[src/rtl/xcs_pkg.sv]
// Shared defaults and helpers for the credit-gated link scheduler.
// Assumes: all users import this package before elaboration of the top.
package xcs_pkg;
    localparam int XCS_DEF_SRC  = 4;
    localparam int XCS_DEF_DQ   = 5;
    localparam int XCS_DEF_QSZ  = 15;
    localparam int XCS_DEF_BUF  = 64;

    // Index width for n items, at least one bit.
    function automatic int xcs_idx_w(input int n);
        return (n > 1) ? $clog2(n) : 1;
    endfunction
endpackage

[src/rtl/xcs_dq_counter.sv]
// Per-destination-queue counters: outstanding estimate and cells in flight
// since the last credit. Assumes at most one send and one credit per cycle.
module xcs_dq_counter #(
    parameter int Q_SIZE = 15,
    parameter int CW     = 5
) (
    input  logic          clk,
    input  logic          rst_n,
    input  logic          send_i,
    input  logic          crd_i,
    input  logic [CW-1:0] crd_occ_i,
    output logic [CW-1:0] qoc_o,
    output logic [CW-1:0] qoc_nxt_o,
    output logic          room_o
);
    logic [CW-1:0] qoc_q;
    logic [CW-1:0] roc_q;
    logic [CW-1:0] roc_d;
    logic [CW-1:0] inc;

    assign inc = {{(CW-1){1'b0}}, send_i};

    // Next-state rule: a credit rebuilds, otherwise a send increments.
    always_comb begin
        if (crd_i) begin
            qoc_nxt_o = crd_occ_i + roc_q + inc;
            roc_d     = inc;
        end else begin
            qoc_nxt_o = qoc_q + inc;
            roc_d     = roc_q + inc;
        end
    end

    // State registers with synchronous reset.
    always_ff @(posedge clk) begin
        if (!rst_n) begin
            qoc_q <= '0;
            roc_q <= '0;
        end else begin
            qoc_q <= qoc_nxt_o;
            roc_q <= roc_d;
        end
    end

    // Queue has space while its estimate is under the crosspoint limit.
    assign room_o = (qoc_q < CW'(Q_SIZE));
    assign qoc_o  = qoc_q;
endmodule

[src/rtl/xcs_buf_counter.sv]
// Shared line-buffer counter: rises per send, rebuilt from the per-queue
// sum whenever a credit is applied. Assumes the sum fits in BW bits.
module xcs_buf_counter #(
    parameter int BUF_SIZE = 64,
    parameter int BW       = 8
) (
    input  logic          clk,
    input  logic          rst_n,
    input  logic          send_i,
    input  logic          crd_i,
    input  logic [BW-1:0] sum_i,
    output logic [BW-1:0] boc_o,
    output logic          room_o
);
    logic [BW-1:0] boc_q;

    // Count update with synchronous reset.
    always_ff @(posedge clk) begin
        if (!rst_n)     boc_q <= '0;
        else if (crd_i) boc_q <= sum_i;
        else            boc_q <= boc_q + {{(BW-1){1'b0}}, send_i};
    end

    // Buffer has space while the shared estimate is under its limit.
    assign room_o = (boc_q < BW'(BUF_SIZE));
    assign boc_o  = boc_q;
endmodule

[src/rtl/xcs_rr_arbiter.sv]
// Round-robin arbiter: scans requests upward from the pointer with wrap,
// grants the first, and moves the pointer past it. Assumes N >= 1.
module xcs_rr_arbiter #(
    parameter int N  = 4,
    parameter int IW = 2
) (
    input  logic          clk,
    input  logic          rst_n,
    input  logic [N-1:0]  req_i,
    output logic [N-1:0]  gnt_o,
    output logic [IW-1:0] gnt_idx_o,
    output logic          gnt_any_o,
    output logic [IW-1:0] ptr_o
);
    logic [IW-1:0] ptr_q;

    // Rotating priority scan starting at the pointer.
    always_comb begin
        gnt_o     = '0;
        gnt_idx_o = '0;
        gnt_any_o = 1'b0;
        for (int k = 0; k < N; k++) begin
            int c;
            c = int'(ptr_q) + k;
            if (c >= N) c = c - N;
            if (!gnt_any_o && req_i[c]) begin
                gnt_any_o = 1'b1;
                gnt_o[c]  = 1'b1;
                gnt_idx_o = IW'(c);
            end
        end
    end

    // Pointer moves to the source after the granted one; holds when idle.
    always_ff @(posedge clk) begin
        if (!rst_n)
            ptr_q <= '0;
        else if (gnt_any_o)
            ptr_q <= (gnt_idx_o == IW'(N-1)) ? '0 : gnt_idx_o + 1'b1;
    end

    assign ptr_o = ptr_q;
endmodule

[src/rtl/xcs_link_sched.sv]
// Top of the credit-gated link scheduler. Decides head-of-line eligibility
// per source, arbitrates one grant per slot, and keeps per-queue and shared
// counters. Assumes the granted FIFO pops on the same edge and credits
// carry the downstream queue occupancy at most once per cycle.
module xcs_link_sched
    import xcs_pkg::*;
#(
    parameter int N_SRC    = XCS_DEF_SRC,
    parameter int N_DQ     = XCS_DEF_DQ,
    parameter int Q_SIZE   = XCS_DEF_QSZ,
    parameter int BUF_SIZE = XCS_DEF_BUF,
    localparam int DQW     = xcs_idx_w(N_DQ),
    localparam int SW      = xcs_idx_w(N_SRC),
    localparam int CW      = $clog2(2*Q_SIZE + 2),
    localparam int BW      = $clog2(N_DQ*(2*Q_SIZE + 1) + BUF_SIZE + 1)
) (
    input  logic                 clk,
    input  logic                 rst_n,
    input  logic [N_SRC-1:0]     hol_vld_i,
    input  logic [N_SRC*DQW-1:0] hol_dq_i,
    input  logic                 crd_vld_i,
    input  logic [DQW-1:0]       crd_dq_i,
    input  logic [CW-1:0]        crd_occ_i,
    output logic                 gnt_vld_o,
    output logic [N_SRC-1:0]     gnt_src_o,
    output logic [DQW-1:0]       gnt_dq_o
);
    localparam int PADN = 1 << DQW;

    logic [N_DQ-1:0]    dq_room;
    logic [PADN-1:0]    room_pad;
    logic [N_DQ-1:0]    send_vec;
    logic [N_DQ-1:0]    crd_vec;
    logic [CW-1:0]      qoc_q   [N_DQ];
    logic [CW-1:0]      qoc_nxt [N_DQ];
    logic [N_DQ*CW-1:0] qoc_flat;
    logic [BW-1:0]      qoc_sum;
    logic [BW-1:0]      boc_q;
    logic               buf_room;
    logic [N_SRC-1:0]   elig;
    logic [SW-1:0]      gnt_idx;
    logic               gnt_any;
    logic [SW-1:0]      rr_ptr;

    // Widen queue room to every encodable index; out-of-range reads as full.
    always_comb begin
        room_pad            = '0;
        room_pad[N_DQ-1:0]  = dq_room;
    end

    // Head-of-line eligibility for each source.
    for (genvar s = 0; s < N_SRC; s++) begin : g_src
        logic [DQW-1:0] head_dq;
        assign head_dq = hol_dq_i[s*DQW +: DQW];
        assign elig[s] = hol_vld_i[s] & room_pad[head_dq] & buf_room;
    end

    xcs_rr_arbiter #(.N(N_SRC), .IW(SW)) arb_i (
        .clk       (clk),
        .rst_n     (rst_n),
        .req_i     (elig),
        .gnt_o     (gnt_src_o),
        .gnt_idx_o (gnt_idx),
        .gnt_any_o (gnt_any),
        .ptr_o     (rr_ptr)
    );

    // Destination index of the granted head cell.
    always_comb begin
        gnt_dq_o = '0;
        for (int s = 0; s < N_SRC; s++)
            if (gnt_src_o[s]) gnt_dq_o = hol_dq_i[s*DQW +: DQW];
    end

    assign gnt_vld_o = gnt_any;

    // One counter pair per destination queue.
    for (genvar d = 0; d < N_DQ; d++) begin : g_dq
        assign send_vec[d] = gnt_any   && (gnt_dq_o == DQW'(d));
        assign crd_vec[d]  = crd_vld_i && (crd_dq_i == DQW'(d));
        xcs_dq_counter #(.Q_SIZE(Q_SIZE), .CW(CW)) cnt_i (
            .clk       (clk),
            .rst_n     (rst_n),
            .send_i    (send_vec[d]),
            .crd_i     (crd_vec[d]),
            .crd_occ_i (crd_occ_i),
            .qoc_o     (qoc_q[d]),
            .qoc_nxt_o (qoc_nxt[d]),
            .room_o    (dq_room[d])
        );
        assign qoc_flat[d*CW +: CW] = qoc_q[d];
    end

    // Sum of post-update per-queue counts for the shared rebuild.
    always_comb begin
        qoc_sum = '0;
        for (int d = 0; d < N_DQ; d++)
            qoc_sum = qoc_sum + BW'(qoc_nxt[d]);
    end

    xcs_buf_counter #(.BUF_SIZE(BUF_SIZE), .BW(BW)) buf_i (
        .clk    (clk),
        .rst_n  (rst_n),
        .send_i (gnt_any),
        .crd_i  (|crd_vec),
        .sum_i  (qoc_sum),
        .boc_o  (boc_q),
        .room_o (buf_room)
    );
endmodule

[config.mk]
export PLATFORM = sky130hd
export DESIGN_NAME = xcs_link_sched
export DESIGN_NICKNAME = d
export VERILOG_FILES = /design/src/rtl/xcs_pkg.sv /design/src/rtl/xcs_dq_counter.sv /design/src/rtl/xcs_buf_counter.sv /design/src/rtl/xcs_rr_arbiter.sv /design/src/rtl/xcs_link_sched.sv
export SDC_FILE = /design/constraint.sdc
export NUM_CORES = 1
export LEC_CHECK = 0
export ABC_AREA = 1
export BUFFER_PORTS_ARGS = -buffer_cell sky130_fd_sc_hd__buf_4
export CAP_MARGIN = 20
export CORE_MARGIN = 4
export CORE_UTILIZATION = 56
export CTS_CLUSTER_SIZE = 14
export DETAILED_ROUTE_END_ITERATION = 16
export GPL_TIMING_DRIVEN = 0
export PLACE_DENSITY = 0.78
export REMOVE_ABC_BUFFERS = 1
export SLEW_MARGIN = 20
export SYNTH_ARGS = -nofsm -noshare
export SYNTH_HDL_FRONTEND = slang
export SYNTH_SLANG_ARGS = --single-unit
[constraint.sdc]
create_clock -name clk -period 6 [get_ports clk]
set_clock_uncertainty 0.1 [all_clocks]
set_input_delay 0.9 -clock clk [delete_from_list [all_inputs] [get_ports clk]]
set_output_delay 0.9 -clock clk [all_outputs]
set_load 0.05 [all_outputs]
==> key figures, run 1 <==
STA
  • Final period util: 1.12
  • RSZ-0062 raised after global routing: true
  • Final hold vios: 0
  • Worst setup margin: -0.742 ns
  • Slew @ Worst Pin: about 1.1 ns
  • Max-slew violations: 0
  • Max transition margin: 0.256
  • Setup violations, final: 6
  • Tmin final: 6.74 ns
  • Max Fclk: 148 MHz

Clocking
  • Bufs on Longest Clock Path: 2
  • Clock Sinks: 60
  • CTS H-tree lvls: 3
  • Clock-pin slew on the worst setup and hold paths: approximately 0.07 ns
  • Hold-fix buffers, CTS: 0
  • Root buffer cell: clkbuf_8
  • Total CTS buffers: 9
  • CTS tree: yes
  • Later-pin clock latency in the skew report: 0.34 ns

Synthesis
  • Compound-Gate Fraction of Synth Area: 0.113
  • Post-synthesis xor/xnor area fraction: 0.0599
  • Post-synth top area share: 0.235
  • Syn avg cell area: between 7 and 8 um^2
  • Synth warn: 0
  • Most frequent cells after synthesis: nand2_1, inv_1, nor2_1, dfxtp_1, nand3_1
  • Synth area leader: dfxtp_1
  • Post-Syn Instances: between 700 and 800
  • Synth top area cells: dfxtp_1, ha_1, nand2_1
  • Flops & latches, synth: 60
  • Adder-Cell Fraction of Synth Area: 0.221
  • Largest family of logic cells by synthesized area: simple AND/OR/NAND/NOR gates
  • Mux share of post-synthesis cell area: 0.00782
  • Synth cell types: 34
  • Simple-Gate Fraction of Synth Area: 0.275
  • Cell area after synthesis: roughly 5100 um^2
  • Seq/Total Area, Yosys: 0.235
  • Async S/R FF share, synth: 0
  • Post-synth EDFFs: 0
  • Most common cell in the synthesized netlist: nand2_1
  • Synth Flop Type: dfxtp_1

Cells and area
  • Layout cells sized above 1: 0.309
  • Layout area overhead: 29.5%
  • Fin nets: 892
  • Post-route cell area: 6630 um^2
  • Diode count: 0

Pwr
  • Flop pwr share: 0.146
  • Sw power: about 1.8 mW
  • Switching Fraction: 0.495
  • Comb pwr share: 0.748
  • Clk network pwr share: 0.106
  • Peak supply drop: around 0.30 mV
  • P_leak: between 3 and 4 nW
  • Internal cell power: about 1.8 mW
  • Power per Cell Area: 547 nW/um^2

Die
  • I/O Pins: 35
  • Core Rows: 34
  • Die X: just over 100 um
  • Core ar.: between 8000 and 9000 um^2
  • Starting Density: 0.581
  • Die boundary height: around 100 um
  • Die area: between 10000 and 15000 um^2

Detailed routing
  • Drt pass-1 iters: 5
  • Via Count: ~4900
  • DRC Markers: 0
  • Via density: approximately 5.5
  • Final ANT Viol Nets: 0
  • Avg WL per Cell: ~16 um
  • Starting DRT DRC Count: 240
  • DRT Wirelength: between 10 and 15 mm

Place
  • Detail Placement HPWL: 9.80 mm
  • GPL Wtd Cong: ~0.9
  • Post-Place Worst Slack: -1.45 ns
  • IO Port Bufs: 34
  • Post-placement cell area: approximately 5500 um^2

Run
  • Max Cap Viol: 0

Worst setup path
  • Crit Path Max Fanout: 7
  • Max incr delay on CP: 0.54 ns
  • Startpoint class of the critical path: input pin
  • WP depth: 38
  • CP top delay family: adder cells
  • Crit Path Class: in2reg
  • R2R cell count: 41
  • Worst path arrival time: between 6 and 7 ns
  • Crit path capture type: flop
  • CP bufs+invs: 8
  • Reg2reg setup slack: -0.67 ns
  • Worst Path Required: slightly above 6 ns
  • Highest-delay cell along the critical path: fa_1

Hold path
  • WHS Path Cells: 2
  • Hold crit path type: reg2reg

Global route
  • Total gr overflow: 0
  • First-pass GRT wire length: about 22 mm
  • Largest net degree at the start of global routing: 32
  • Antenna violations before repair: 0
  • Vias in the first global route: approximately 4700
  • Total track usage: 0.248

Status
  • Run status: finished, violations left
  • Failing checks: negative setup slack
==> cells by family after synthesis <==
kind of cell,Yosys count
buf+inv,120
fa+ha+maj,76
xor+xnor,35
compound gates,102
simple gates,308
mux,4
flops,60
==> worst register-to-register path, delay by kind of cell (launching register included) <==
family	cells	cell delay, ns
buffers and inverters	7	0.44
AOI/OAI and AO/OA	9	1.18
and+or+nand+nor	18	1.89
adders and majority gates	6	2.46
DFF	1	0.37
xor gates and xnor gates	1	0.15
==> metrics by stage <==
stage	hold slack, ns	util	TNS, ns	total power [mW]	cells
2_1_floorplan	0.366	-	-5.27	1.89	699
3_3_place_gp	0.379	0.623	-7.61	2.31	841
3_5_place_dp	0.388	0.623	-8.05	2.37	841
4_1_cts	0.398	0.706	-2.00	3.16	886
5_1_grt	0.423	0.752	-4.86	3.91	902
6_report	0.394	0.752	-3.60	3.63	902
==> layout by cell type, fill, tap and decap left out, types with 13 or more instances in the layout <==
cell type / n
nand2_1: 108
fa_1: 15
ha_1: 47
nand3_2: 17
o21ai_0: 25
a21oi_1: 27
nor2_1: 69
dfxtp_1: 56
xnor2_1: 15
nand3_1: 43
xor2_1: 19
inv_1: 94
nand2_2: 22
inv_2: 13
buf_4: 69
==> metal layers <==
metal  wire [um]  vias to the layer above  share of wire  track usage
met5           0                        -              0            0
met4         419                        0          0.030       0.0722
met3         655                       42          0.046       0.0410
met2        7170                      156           0.51        0.453
met1        5900                     2309           0.42        0.301
li1            -                     2438              -            -
==> worst paths after layout <==
kind	start	endpoint
worst max-delay path	hol_dq_i[6]	buf_i.boc_o[6]
worst min-delay path	g_dq[4].cnt_i.roc_q[4]	g_dq[4].cnt_i.roc_q[4]
worst max register to register	g_dq[0].cnt_i.qoc_o[1]	buf_i.boc_o[6]
worst min register to register	g_dq[4].cnt_i.roc_q[4]	g_dq[4].cnt_i.roc_q[4]
==> flip-flops by register name, summed over array words and instances (netlist names) <==
name / cells
buf_i.boc_o: 8
g_dq.cnt_i.roc_q: 25
g_dq.cnt_i.qoc_o: 25
arb_i.ptr_o: 2
==> timing repair <==
action,4_1_cts,5_1_grt
gates resized for setup,95,69
endpoints found under the setup margin,7,7
pin swaps,43,63
buffers inserted,29,15
==> area by class of cell <==
cell class	count	area, um^2
sequential	60	1210
timing repair buffer	79	639
tap	108	135
inverter	114	450
multi-input combinational	525	3990
fill	600	2180
clock inverter	4	47.5
clock buffer	12	155
==> power groups by stage <==
stage                     registers (mW)  clock network, mW  logic, mW
final                              0.529              0.383       2.71
after detailed placement           0.529                  0       1.84
after CTS                          0.523              0.387       2.25
after floorplan                    0.515                  0       1.38
after global routing               0.539              0.407       2.96
after global placement             0.525                  0       1.79
No activity file was read; power rests on OpenSTA's default activity.
==> inputs of run 2 (changes only) <==
REMOVE_ABC_BUFFERS = not set   (was 1)
==> run 2 against run 1 <==
Compared with the run above:
- the run still ends with negative setup slack left
- final cell count is 1.6% lower
- sequential power about the same
- die area is the same
- combinational power is 8.9% lower
- flip-flop and latch count unchanged
- critical endpoint unchanged
- register-to-register slack better by 0.08 ns
==> key figures, run 2 (same netlist as run 1, synthesis figures left out) <==
Worst setup path
  • Highest-delay cell along the critical path: fa_1
  • Crit Path Class: in2reg
  • Max incr delay on CP: 0.56 ns
  • Startpoint class of the critical path: input pin
  • Reg2reg setup slack: -0.59 ns
  • Worst Path Required: ~6 ns
  • Worst path arrival time: between 6 and 7 ns
  • Crit path capture type: flop
  • Crit-path most repeated cell: inv_1
  • Crit Path Max Fanout: 7

Cells and area
  • Most frequent cells in the layout: nand2_1, inv_1, nor2_1
  • Commonest non-fill, non-tap cell in the layout: nand2_1
  • Filler cells: approximately 680
  • Final Util: 0.730
  • Fin nets: about 880
  • Layout area overhead: 25.6%
  • Diode count: 0
  • Area of the multi-input gates: just under 4000 um^2
  • Layout cells sized above 1: 0.268
  • Storage element area: around 1200 um^2

STA
  • Final period util: 1.10
  • RSZ-0062 raised after global routing: true
  • Tmin final: 6.62 ns
  • Max transition margin: 0.314
  • Final hold vios: 0
  • Setup violations, final: 6
  • Max-slew violations: 0
  • Max Fclk: between 150 and 200 MHz
  • Slew @ Worst Pin: slightly above 1 ns
  • Worst setup margin: -0.625 ns

Global route
  • Antenna violations before repair: 0
  • First-pass GRT wire length: around 22 mm
  • Total track usage: 0.252
  • Largest net degree at the start of global routing: 11
  • Vias in the first global route: around 5000
  • Total gr overflow: 0

Status
  • Failing checks: negative setup slack
  • Run status: finished, violations left

Clocking
  • CTS H-tree lvls: 3
  • Later-pin clock latency in the skew report: between 0.3 and 0.4 ns
  • Clock Sinks: 60
  • Hold-fix buffers, CTS: 0
  • Clock-pin slew on the worst setup and hold paths: ~0.070 ns
  • Root buffer cell: clkbuf_8
  • Total CTS buffers: 9
  • CTS tree: yes
  • Bufs on Longest Clock Path: 2

Detailed routing
  • DRC Markers: 0
  • Avg WL per Cell: 15.3 um
  • Starting DRT DRC Count: between 200 and 300
  • Final ANT Viol Nets: 0
  • Via density: between 5 and 6
  • Drt pass-1 iters: 5
  • DRT Wirelength: 13.6 mm
  • Via Count: slightly below 5000

Die
  • Starting Density: 0.581
  • Die X: about 100 um
  • Die boundary height: 104 um
  • Die area: roughly 11000 um^2
  • Core ar.: 8810 um^2
  • I/O Pins: 35
  • Core Rows: 34

Place
  • Post-Place Worst Slack: -1.14 ns
  • GPL Wtd Cong: slightly below 0.9
  • IO Port Bufs: 33
  • Detail Placement HPWL: 10.2 mm

Pwr
  • Peak supply drop: between 0.2 and 0.3 mV
  • Power per Cell Area: about 530 nW/um^2
  • Total power: about 3.4 mW
  • P_leak: slightly above 3 nW

Hold path
  • Hold crit path type: reg2reg

Run
  • Max Cap Viol: 0

Synthesis
  • Syn_nets: between 800 and 900
[run 2: cell types whose count changed in the layout (fill, tap and decap cells not counted), sizes merged]
cell | previous run | this run
clkbuf | 13 | 18
clkinv | 2 | 0
inv | 112 | 113
buf | 78 | 60
[run 2: area by class of cell]
class | instances | share of cell area
clock inverter | 3 | 0.00701
buffer | 6 | 0.00351
inverter | 114 | 0.0730
clock buffer | 12 | 0.0257
tap | 108 | 0.0210
multi-input combinational | 525 | 0.603
timing repair buffer | 60 | 0.0793
sequential | 60 | 0.188
[run 2: what timing repair did]
action / CTS / global route
endpoints found under the setup margin: 7 / 7
pin swaps: 54 / 24
buffers inserted: 24 / 3
gates resized for setup: 48 / 32
[run 2: final timing paths]
path | from | endpoint | cells after the start
min reg2reg | g_dq[1].cnt_i.roc_q[4] | g_dq[1].cnt_i.roc_q[4] | 2
max | hol_dq_i[7] | buf_i.boc_o[6] | 42
max reg2reg | arb_i.ptr_o[0] | buf_i.boc_o[6] | 37
min | g_dq[1].cnt_i.roc_q[4] | g_dq[1].cnt_i.roc_q[4] | 2
[run 2: layer usage]
layer  global-route usage  routed length, um
met3               0.0423                706
met1                0.305               5620
met2                0.448               6770
met4               0.0988                469
met5                    0                  0
[run 2: where the power goes]
| part | switching (mW) | internal [mW] |
|---|---|---|
| logic | 1.44 | 1.03 |
| clock network | 0.168 | 0.224 |
| registers | 0.0593 | 0.467 |
[run 2: worst max-delay path: cells and delay by family]
kind	cells	cell delay, ns
simple gates	18	1.79
buf+inv	10	0.85
fa+ha+maj	5	2.24
compound gates	9	0.92
[run 2: per-stage QoR]
step	area [um^2]	hold WS (ns)	std cells	setup TNS (ns)
CTS	6300	0.396	885	-2.64
detailed placement	5720	0.384	846	-6.24
global placement	5720	0.376	846	-5.45
finish	6420	0.395	888	-3.00
floorplan	5340	0.366	705	-2.15
global route	6420	0.427	888	-4.94
